$ cat src/rtl/psram_emu_pkg.sv
package psram_emu_pkg;
  localparam int LANES  = 2;
  localparam int LANE_W = 8;
  localparam int DATA_W = LANES * LANE_W;

  typedef struct packed {
    logic             cs_n;
    logic             pwr;
    logic             we_n;
    logic             oe_n;
    logic [LANES-1:0] ben_n;
  } ctl_t;

  localparam ctl_t CTL_IDLE = '{cs_n: 1'b1, pwr: 1'b1, we_n: 1'b1,
                                oe_n: 1'b1, ben_n: '1};
endpackage

$ cat src/rtl/psram_rst_sync.sv
module psram_rst_sync (
  input  logic clk,
  input  logic rst_n,
  output logic rst_sync_n
);
  logic [1:0] sync_q;

  always_ff @(posedge clk or negedge rst_n) begin
    if (!rst_n) sync_q <= 2'b00;
    else        sync_q <= {sync_q[0], 1'b1};
  end

  assign rst_sync_n = sync_q[1];
endmodule

$ cat src/rtl/psram_mode_decode.sv
module psram_mode_decode
  import psram_emu_pkg::*;
(
  input  ctl_t             ctl,
  output logic [LANES-1:0] rd_lane,
  output logic [LANES-1:0] wr_lane,
  output logic             pwr_down
);
  logic selected;

  assign selected = !ctl.cs_n && ctl.pwr;
  assign pwr_down = !ctl.pwr;

  for (genvar l = 0; l < LANES; l++) begin : g_lane
    assign rd_lane[l] = selected && !ctl.oe_n && ctl.we_n && !ctl.ben_n[l];
    assign wr_lane[l] = selected && !ctl.we_n && !ctl.ben_n[l];
  end
endmodule

$ cat src/rtl/psram_lane_store.sv
module psram_lane_store #(
  parameter int ADDR_W = 8,
  parameter int W      = 8
) (
  input  logic              clk,
  input  logic              rst_n,
  input  logic              wr_en,
  input  logic              clr_all,
  input  logic [ADDR_W-1:0] addr,
  input  logic [W-1:0]      wdata,
  output logic [W-1:0]      rdata
);
  localparam int DEPTH = 1 << ADDR_W;

  logic [W-1:0]     mem_q [DEPTH];
  logic [DEPTH-1:0] vld_d, vld_q;

  always_comb begin
    vld_d = vld_q;
    if (clr_all)    vld_d = '0;
    else if (wr_en) vld_d[addr] = 1'b1;
  end

  always_ff @(posedge clk or negedge rst_n) begin
    if (!rst_n) vld_q <= '0;
    else        vld_q <= vld_d;
  end

  always_ff @(posedge clk) begin
    if (wr_en) mem_q[addr] <= wdata;
  end

  assign rdata = vld_q[addr] ? mem_q[addr] : {W{1'b1}};


  poison_after_clear_chk: assert property (@(posedge clk) disable iff (!rst_n)
    $past(clr_all) |-> (rdata == {W{1'b1}}));
endmodule

$ cat src/rtl/psram_ce_pulse_chk.sv
module psram_ce_pulse_chk #(
  parameter int CLK_NS    = 10,
  parameter int MIN_CE_NS = 30
) (
  input  logic clk,
  input  logic rst_n,
  input  logic cs_n,
  input  logic we_n,
  output logic err
);
  localparam int MIN_CYC = (MIN_CE_NS + CLK_NS - 1) / CLK_NS;
  localparam int CW      = $clog2(MIN_CYC + 2);
  localparam logic [CW-1:0] MIN_CNT = CW'(MIN_CYC);

  logic          cs_prev_d, cs_prev_q;
  logic [CW-1:0] cnt_d, cnt_q;
  logic          wr_d, wr_q;
  logic          err_d, err_q;
  logic          cs_rise;

  assign cs_rise = cs_n && !cs_prev_q;

  always_comb begin
    cs_prev_d = cs_n;
    if (!cs_n) begin
      cnt_d = (cnt_q >= MIN_CNT) ? cnt_q : cnt_q + 1'b1;
      wr_d  = wr_q || !we_n;
    end else begin
      cnt_d = '0;
      wr_d  = 1'b0;
    end
    err_d = cs_rise && wr_q && (cnt_q < MIN_CNT);
  end

  always_ff @(posedge clk or negedge rst_n) begin
    if (!rst_n) begin
      cs_prev_q <= 1'b1;
      cnt_q     <= '0;
      wr_q      <= 1'b0;
      err_q     <= 1'b0;
    end else begin
      cs_prev_q <= cs_prev_d;
      cnt_q     <= cnt_d;
      wr_q      <= wr_d;
      err_q     <= err_d;
    end
  end

  assign err = err_q;


  long_run_quiet_chk: assert property (@(posedge clk) disable iff (!rst_n)
    (cs_rise && cnt_q >= MIN_CNT) |=> !err);
endmodule

$ cat src/rtl/psram_lane_emu.sv
module psram_lane_emu
  import psram_emu_pkg::*;
#(
  parameter int ADDR_W    = 8,
  parameter int CLK_NS    = 10,
  parameter int MIN_CE_NS = 30
) (
  input  logic              clk,
  input  logic              rst_n,
  input  logic              chip_sel_n,
  input  logic              chip_pwr,
  input  logic              wr_en_n,
  input  logic              out_en_n,
  input  logic [LANES-1:0]  lane_en_n,
  input  logic [ADDR_W-1:0] addr,
  input  logic [DATA_W-1:0] wdata,
  output logic [DATA_W-1:0] rdata,
  output logic [LANES-1:0]  rdata_oe,
  output logic              seq_err
);
  logic              rst_sync_n;
  ctl_t              ctl_d, ctl_q;
  logic [ADDR_W-1:0] addr_d, addr_q;
  logic [DATA_W-1:0] wd_d, wd_q;
  logic [LANES-1:0]  rd_lane, wr_lane;
  logic              pwr_down;

  psram_rst_sync i_rst_sync (
    .clk        (clk),
    .rst_n      (rst_n),
    .rst_sync_n (rst_sync_n)
  );

  // input sampling: next state
  always_comb begin
    ctl_d.cs_n  = chip_sel_n;
    ctl_d.pwr   = chip_pwr;
    ctl_d.we_n  = wr_en_n;
    ctl_d.oe_n  = out_en_n;
    ctl_d.ben_n = lane_en_n;
    addr_d      = addr;
    wd_d        = wdata;
  end

  // input sampling: registers
  always_ff @(posedge clk or negedge rst_sync_n) begin
    if (!rst_sync_n) begin
      ctl_q  <= CTL_IDLE;
      addr_q <= '0;
      wd_q   <= '0;
    end else begin
      ctl_q  <= ctl_d;
      addr_q <= addr_d;
      wd_q   <= wd_d;
    end
  end

  psram_mode_decode i_decode (
    .ctl      (ctl_q),
    .rd_lane  (rd_lane),
    .wr_lane  (wr_lane),
    .pwr_down (pwr_down)
  );

  for (genvar l = 0; l < LANES; l++) begin : g_store
    logic [LANE_W-1:0] lane_rd;

    psram_lane_store #(.ADDR_W(ADDR_W), .W(LANE_W)) i_store (
      .clk     (clk),
      .rst_n   (rst_sync_n),
      .wr_en   (wr_lane[l]),
      .clr_all (pwr_down),
      .addr    (addr_q),
      .wdata   (wd_q[l*LANE_W +: LANE_W]),
      .rdata   (lane_rd)
    );

    assign rdata[l*LANE_W +: LANE_W] = rd_lane[l] ? lane_rd : '0;
  end

  assign rdata_oe = rd_lane;

  psram_ce_pulse_chk #(.CLK_NS(CLK_NS), .MIN_CE_NS(MIN_CE_NS)) i_pulse_chk (
    .clk   (clk),
    .rst_n (rst_sync_n),
    .cs_n  (ctl_q.cs_n),
    .we_n  (ctl_q.we_n),
    .err   (seq_err)
  );


  deselect_hiz_chk: assert property (@(posedge clk) disable iff (!rst_sync_n)
    (chip_sel_n || !chip_pwr || (&lane_en_n)) |=> (rdata_oe == '0));


  read_lane_chk: assert property (@(posedge clk) disable iff (!rst_sync_n)
    (!chip_sel_n && chip_pwr && !out_en_n && wr_en_n) |=> (rdata_oe == ~$past(lane_en_n)));


  write_hiz_chk: assert property (@(posedge clk) disable iff (!rst_sync_n)
    (!chip_sel_n && chip_pwr && !wr_en_n) |=> (rdata_oe == '0));


  idle_hiz_chk: assert property (@(posedge clk) disable iff (!rst_sync_n)
    (!chip_sel_n && chip_pwr && wr_en_n && out_en_n) |=> (rdata_oe == '0));


  err_single_chk: assert property (@(posedge clk) disable iff (!rst_sync_n)
    seq_err |=> !seq_err);


  err_after_rise_chk: assert property (@(posedge clk) disable iff (!rst_sync_n)
    seq_err |-> $past(chip_sel_n, 2));
endmodule

$ cat config.mk
export PLATFORM = sky130hd
export DESIGN_NAME = psram_lane_emu
export DESIGN_NICKNAME = d
export VERILOG_FILES = /design/src/rtl/psram_emu_pkg.sv /design/src/rtl/psram_rst_sync.sv /design/src/rtl/psram_mode_decode.sv /design/src/rtl/psram_lane_store.sv /design/src/rtl/psram_ce_pulse_chk.sv /design/src/rtl/psram_lane_emu.sv
export SDC_FILE = /design/constraint.sdc
export NUM_CORES = 2
export LEC_CHECK = 0
export CORE_ASPECT_RATIO = 1.4
export CORE_MARGIN = 2
export CORE_UTILIZATION = 50
export CTS_BUF_LIST = sky130_fd_sc_hd__clkbuf_2 sky130_fd_sc_hd__clkbuf_4 sky130_fd_sc_hd__clkbuf_8
export DETAILED_ROUTE_END_ITERATION = 8
export PLACE_DENSITY = 0.69
export REMOVE_ABC_BUFFERS = 1
export SLEW_MARGIN = 10
export SYNTH_ARGS = -nofsm -noshare
export SYNTH_HDL_FRONTEND = slang
export SYNTH_HIERARCHICAL = 1
export SYNTH_SLANG_ARGS = --single-unit
$ cat constraint.sdc
create_clock -name clk -period 31.7 [get_ports clk]
set_clock_uncertainty 0.2 [all_clocks]
set_input_delay 7.925 -clock clk [delete_from_list [all_inputs] [get_ports clk]]
set_output_delay 7.925 -clock clk [all_outputs]
set_load 0.02 [all_outputs]
Word level (Yosys, flattened, before mapping)

Memory sizes are Yosys's and may differ from the RTL's.
Index checks and enable logic that the tools add are counted.

Flip-flop bits (word level): 550
Bits in writable memories: 4,096
Input bits: 32
Output and inout bits: 19
Memories: 2

Memory list:

| name                     | words | width | read ports | clocked after Yosys merged registers in | wr ports | RTL line               | source |
|---|---|---|---|---|---|---|---|
| g_store[0].i_store.mem_q | 256   | 8     | 1          | 0                                       | 1        | psram_lane_store.sv:15 | `logic [W-1:0] mem_q [DEPTH];` |
| g_store[1].i_store.mem_q | 256   | 8     | 1          | 0                                       | 1        | psram_lane_store.sv:15 |  |

Add/sub/neg operators: 1
Magnitude comparators: 4
Equality and inequality tests: 3
Multiplexer cells: 21
Bitwise operators: 2
Reductions and logical operators: 19

Operator list:

| cell                  | count |
|---|---|
| $mux W256             | 4 |
| $or A256 B256 Y256    | 2 |
| $mux W8               | 4 |
| $bmux W1 S8           | 2 |
| $logic_and A1 B1 Y1   | 12 |
| $lt A8 B9 Y1 const B  | 1 |
| $demux W1 S8          | 1 |
| $ge A8 B1 Y1 const B  | 1 |
| $mux W1               | 8 |
| $logic_not A1 Y1      | 6 |
| $mux W3               | 2 |
| $ne A2 B1 Y1 const B  | 2 |
| $add A3 B1 Y3 const B | 1 |
| $ge A3 B2 Y1 const B  | 1 |
| $lt A3 B2 Y1 const B  | 1 |
| $ne A2 B2 Y1 const B  | 1 |
| $logic_or A1 B1 Y1    | 1 |

Logic depth before layout (Yosys ltp)

Word-level depth: 7
Mapped depth: 11
Mapped depth without buffers: 8

By module

The synthesis kept the hierarchy.

By module, submodules not included:

| module                                 | instances | cells an instance | area each (µm²) |
|---|---|---|---|
| psram_lane_store at g_store[1].i_store | 1         | 4,428             | 88,971.6 |
| psram_lane_store at g_store[0].i_store | 1         | 4,428             | 88,954.1 |
| psram_lane_emu                         | 1         | 46                | 858.3 |
| psram_ce_pulse_chk                     | 1         | 21                | 269.0 |
| psram_rst_sync                         | 1         | 3                 | 53.8 |
| psram_mode_decode                      | 1         | 7                 | 38.8 |

Least setup slack after synthesis

Ideal clock, no wire load.

Path type: register to output
Start point: reg addr_q[1]
End point: out rdata[10]
Arrival time: 2.555 ns
Data required time: 23.575 ns
Path slack: 21.020 ns
Cell stages (with the launch flop): 11
Buffers on the path: 4
Path through: dfrtp_1 buf_2 buf_2 clkbuf_1 clkbuf_1 mux4_2 a22oi_1 a21oi_1 o41ai_1 nand4_1 and2_1

Word-level cells in the longest chain between the ends: 4

Ends and longest elaborated chain:

| element                       | RTL line               | source |
|---|---|---|
| start: declaration            | psram_lane_emu.sv:23   | `logic [ADDR_W-1:0] addr_d, addr_q;` |
| start signal: assignment      | psram_lane_emu.sv:53   | `addr_q <= addr_d;` |
| $bmux W1 S8                   | psram_lane_store.sv:33 | `assign rdata = vld_q[addr] ? mem_q[addr] : {W{1'b1}};` |
| $mux W1 (implied by the code) | psram_lane_store.sv:33 |  |
| $mux W8 *                     | psram_lane_store.sv:33 |  |
| net g_store[1].lane_rd[2]     | psram_lane_emu.sv:66   | `logic [LANE_W-1:0] lane_rd;` |
| $mux W8 *                     | psram_lane_emu.sv:78   | `assign rdata[l*LANE_W +: LANE_W] = rd_lane[l] ? lane_rd : '0;` |
| end: declaration              | psram_lane_emu.sv:17   | `output logic [DATA_W-1:0] rdata,` |

Mark *: on every way through the listed nets, which the timed path passes. The rest lies on a longest branch. The select of a mux whose other input is x is not followed.

Final worst setup path

Start point: reg addr_q[0]
End point: out rdata[0]

Word-level cells in the longest chain between the ends: 4

Ends and longest elaborated chain:

| element                       | RTL line |
|---|---|
| $bmux W1 S8                   | psram_lane_store.sv:33 |
| $mux W1 (implied by the code) | psram_lane_store.sv:33 |
| $mux W8 *                     | psram_lane_store.sv:33 |
| net g_store[0].lane_rd[0]     | psram_lane_emu.sv:66 |
| $mux W8 *                     | psram_lane_emu.sv:78 |

Marks and branches as above.

==> metrics.md <==
| Metric | Value |
|---|---|
| Synthesis-to-finish area growth | `11.13%` |
| Total power | `12.13 mW` |
| Ys async rst share | `11.84%` |
| Reg2reg end | `g_store[0].i_store/mem_q[229][3]$_DFFE_PP_` |
| CTS tree | `yes` |
| Final Cycle Share | `54.18%` |
| Hold-fix buffers at CTS | `0` |
| Pre-antenna DRT Iters | `6` |
| # nets final | `9343` |
| Clock insertion delay at the later pin of the skew report | `1220 ps` |
| Most frequent CP cell | `buf_4` |
| Die W | `509.9 um` |
| Share of layout cells above drive strength 1 | `27.59%` |
| CP max stage delay | `1070 ps` |
| Clk slew on worst S/H paths | `60 ps` |
| Syn Inst Count | `8933` |
| Req. time, crit path | `23580 ps` |
| Resize count post-CTS | `0` |
| Height of the die | `712.2 um` |
| CTS Buffer Depth | `4` |
| FMAX | `58.23 MHz` |
| Gr ovfl total | `0` |
| Leak | `63.99 nW` |
| Worst Path Arrival | `9050 ps` |
| Wire length of the first global-routing pass | `634700 um` |
| Pint | `9.480 mW` |
| Power share of the clock group | `40.6%` |
| Cell family with most CP delay | `buffers and inverters` |
| Worst r2r src | `addr_q[0]$_DFF_PN0_` |
| Flop pwr share | `55.3%` |
| Crit path from | `addr_q[0]$_DFF_PN0_` |
| DR WL/cell | `29.73 um` |
| Worst ir drop on vdd | `0.04735 mV` |
| I/O Buffers | `50` |
| DRC errors left | `0` |
| Io pins | `51` |
| Yosys cell types | `38` |
| Comb pwr share | `4.1%` |
| Top FF cell, synth | `edfxtp_1` |
| Slowest CP cell | `o41ai_1` |
| Crit path capture | `rdata[0]` |
| Routed via count | `90.26k` |
| Crit-path max FO | `42` |
| Syn avg cell area | `20.05 um2` |
| GRT Total Usage | `23.77%` |
| Final ANT Viol Nets | `0` |
| Detailed Route Iter0 Violations | `10.30k` |
| HPWL Detailed | `254700 um` |
| Post-synth EDFFs | `4096` |
| Cell count along the critical path | `12` |
| Buffers and inverters on the worst path | `6` |
| Top cell type by total area after synthesis | `edfxtp_1` |
| FF-to-FF path depth | `9` |
| Vias in the first global route | `93.69k` |
| Synthesized area | `179100 um2` |
| Critical Path Source Type | `register` |
| RePlAce Congestion | `0.8307` |
| Clock sinks | `4646` |
| WL final | `434300 um` |
| Kind of critical path | `register to primary output` |
| Net Sw Power | `2.645 mW` |
| Setup TNS | `0 ps` |
| Switching share of power | `21.82%` |
| Synth top area share | `68.66%` |
| Register-to-register setup slack | `23560 ps` |
| Cell with the most instances after synthesis | `edfxtp_1` |
| Relative slew slack | `2.559%` |
| Vias per cell | `6.178` |
| Core Area | `357500 um2` |
| Area of the die | `363200 um2` |
| Most area-consuming cells after synthesis | `edfxtp_1 (69%), mux4_2 (14%), dfrtp_1 (7.6%)` |
| Max cap viols | `0` |
| Worst-margin pin slew | `1443 ps` |
| Fin util | `55.68%` |
| CP cell instances | `buf_4, buf_4, buf_4, buf_4, buf_4, mux4_2, a22oi_1, a21oi_1, o41ai_1, nand4_1, and2_1, clkdlybuf4s50_1` |
| #FFs+latches synth | `4646` |
| PD cells | `60.91 nW/um2` |
| Outcome | `complete, no violations` |
| Seq/Total Area, Yosys | `76.35%` |
| Final min period | `17170 ps` |
| RSZ-0062 raised after global routing | `no` |
| Largest net degree at the start of global routing | `201` |
| Commonest cells in the synthesized netlist | `edfxtp_1 (4096), nor2_1 (1268), mux4_2 (1152)` |
| Number of setup violations in the final report | `0` |
| HP Class | `register to register` |
| Antenna violations before repair | `6` |
| Hold Vio Cnt, Final | `0` |
| Crit end category | `primary output` |
| CTS root buffer | `clkbuf_8` |
| Placement Rows | `260` |
| Num CTS Buffers | `681` |
| Final Max Slew Viols | `0` |
| Setup Buffers After CTS | `0` |
| YS warnings | `6` |
| Initial core utilization | `50.11%` |
| H-tree Lvls | `6` |
worst register-to-register path, delay by kind of cell, from the launching register on:
kind                   cells  cell delay [ps]
buffers and inverters      5             3720
and+or+nand+nor            4             3030
DFF                        1              820
cells by family after synthesis:
group	Yosys count	synth area share, %
flip-flops	4646	76.35
AND/OR/NAND/NOR	1528	3.436
multiplexers	1152	14.48
AO/OA/AOI/OAI	1037	4.177
buffers and inverters	567	1.543
adder cells (fa/ha/maj)	2	0.01397
other	1	0.002093
state kept, by name (all words and copies together), names as in the netlist:
name,cells
addr_q,8
ctl_q,6
g_store.i_store/mem_q,4096
g_store.i_store/vld_q,512
i_pulse_chk/cnt_q,3
i_pulse_chk/cs_prev_q,1
i_pulse_chk/err,1
i_pulse_chk/wr_q,1
i_rst_sync/sync_q,2
wd_q,16
routing by layer:
| layer | vias to the layer above | GRT usage [%] | wire length [um] | part of all wire [%] |
|---|---|---|---|---|
| met4 | 4 | 10.65 | 21040 | 4.8 |
| met2 | 4265 | 40.62 | 225400 | 52 |
| li1 | 37249 | - | - | - |
| met3 | 926 | 3.832 | 32860 | 7.6 |
| met1 | 47811 | 29.95 | 154900 | 36 |
| met5 | - | 0 | 58 | 0.013 |
final cells by class:
type                    count  area [um2]
fillers                 26414      158400
flip-flops and latches   4646      136800
multi-input cells        3720       39840
clock buffers            1034       12440
well taps                4716        5901
repair buffers            255        2297
clock inverters           225        1722
inverters                   5       26.28
diodes                      7       17.52
metrics by stage:
stage,worst slack (ps),cells,hold WS (ps),instance area [um2]
finish,14530,14608,151.3,199100
detailed placement,15470,13341,144.9,184900
global route,13850,14605,161.8,199100
global placement,15500,13341,141.6,184900
floorplan,-23790,8371,131.2,176400
CTS,14130,14600,155.3,199000
how the worst min path moves through the flow:
| stage | start | end | cells past startpoint |
|---|---|---|---|
| 6_report | i_rst_sync/sync_q[0]$_DFF_PN0_ | i_rst_sync/sync_q[1]$_DFF_PN0_ | 0 |
| 5_1_grt | i_rst_sync/sync_q[0]$_DFF_PN0_ | i_rst_sync/sync_q[1]$_DFF_PN0_ | 0 |
| 4_1_cts | i_rst_sync/sync_q[0]$_DFF_PN0_ | i_rst_sync/sync_q[1]$_DFF_PN0_ | 0 |
| 3_5_place_dp | i_rst_sync/sync_q[0]$_DFF_PN0_ | i_rst_sync/sync_q[1]$_DFF_PN0_ | 0 |
| 3_3_place_gp | i_rst_sync/sync_q[0]$_DFF_PN0_ | i_rst_sync/sync_q[1]$_DFF_PN0_ | 0 |
| 2_1_floorplan | i_rst_sync/sync_q[0]$_DFF_PN0_ | i_rst_sync/sync_q[1]$_DFF_PN0_ | 0 |
power by group through the flow:
stage / registers (mW) / clock network [mW] / logic (mW)
2_1_floorplan: 6.92 / 0 / 0.761
3_3_place_gp: 6.83 / 0 / 0.495
3_5_place_dp: 6.83 / 0 / 0.503
4_1_cts: 6.70 / 5.01 / 0.504
5_1_grt: 6.70 / 5.26 / 0.530
6_report: 6.70 / 4.92 / 0.502
placed cells by master, fill, tap and decap left out, types with 7 or more instances in the layout:
master           count
edfxtp_1          4096
nor2_1            1264
mux4_2            1152
clkbuf_8           748
a22oi_1            574
dfrtp_1            524
a21oi_1            291
clkbuf_4           286
buf_4              185
o21ba_2            111
clkinv_1            92
clkinv_2            58
clkdlybuf4s50_1     50
nor3_1              48
nand2_1             46
o41ai_1             32
nand3_1             29
nor4_1              24
and2_1              22
dfrtp_4             19
buf_12              19
inv_6               16
o22a_1              16
nand4_1             16
inv_8               15
nor3_2              15
clkinv_8            14
clkinvlp_4          14
bufinv_16           13
nand2b_1            12
nor2b_1             10
nand2_2              8
o41ai_2              8
nor4_2               8
diode_2              7
dfstp_2              7
(Power assumes the default switching activity.)
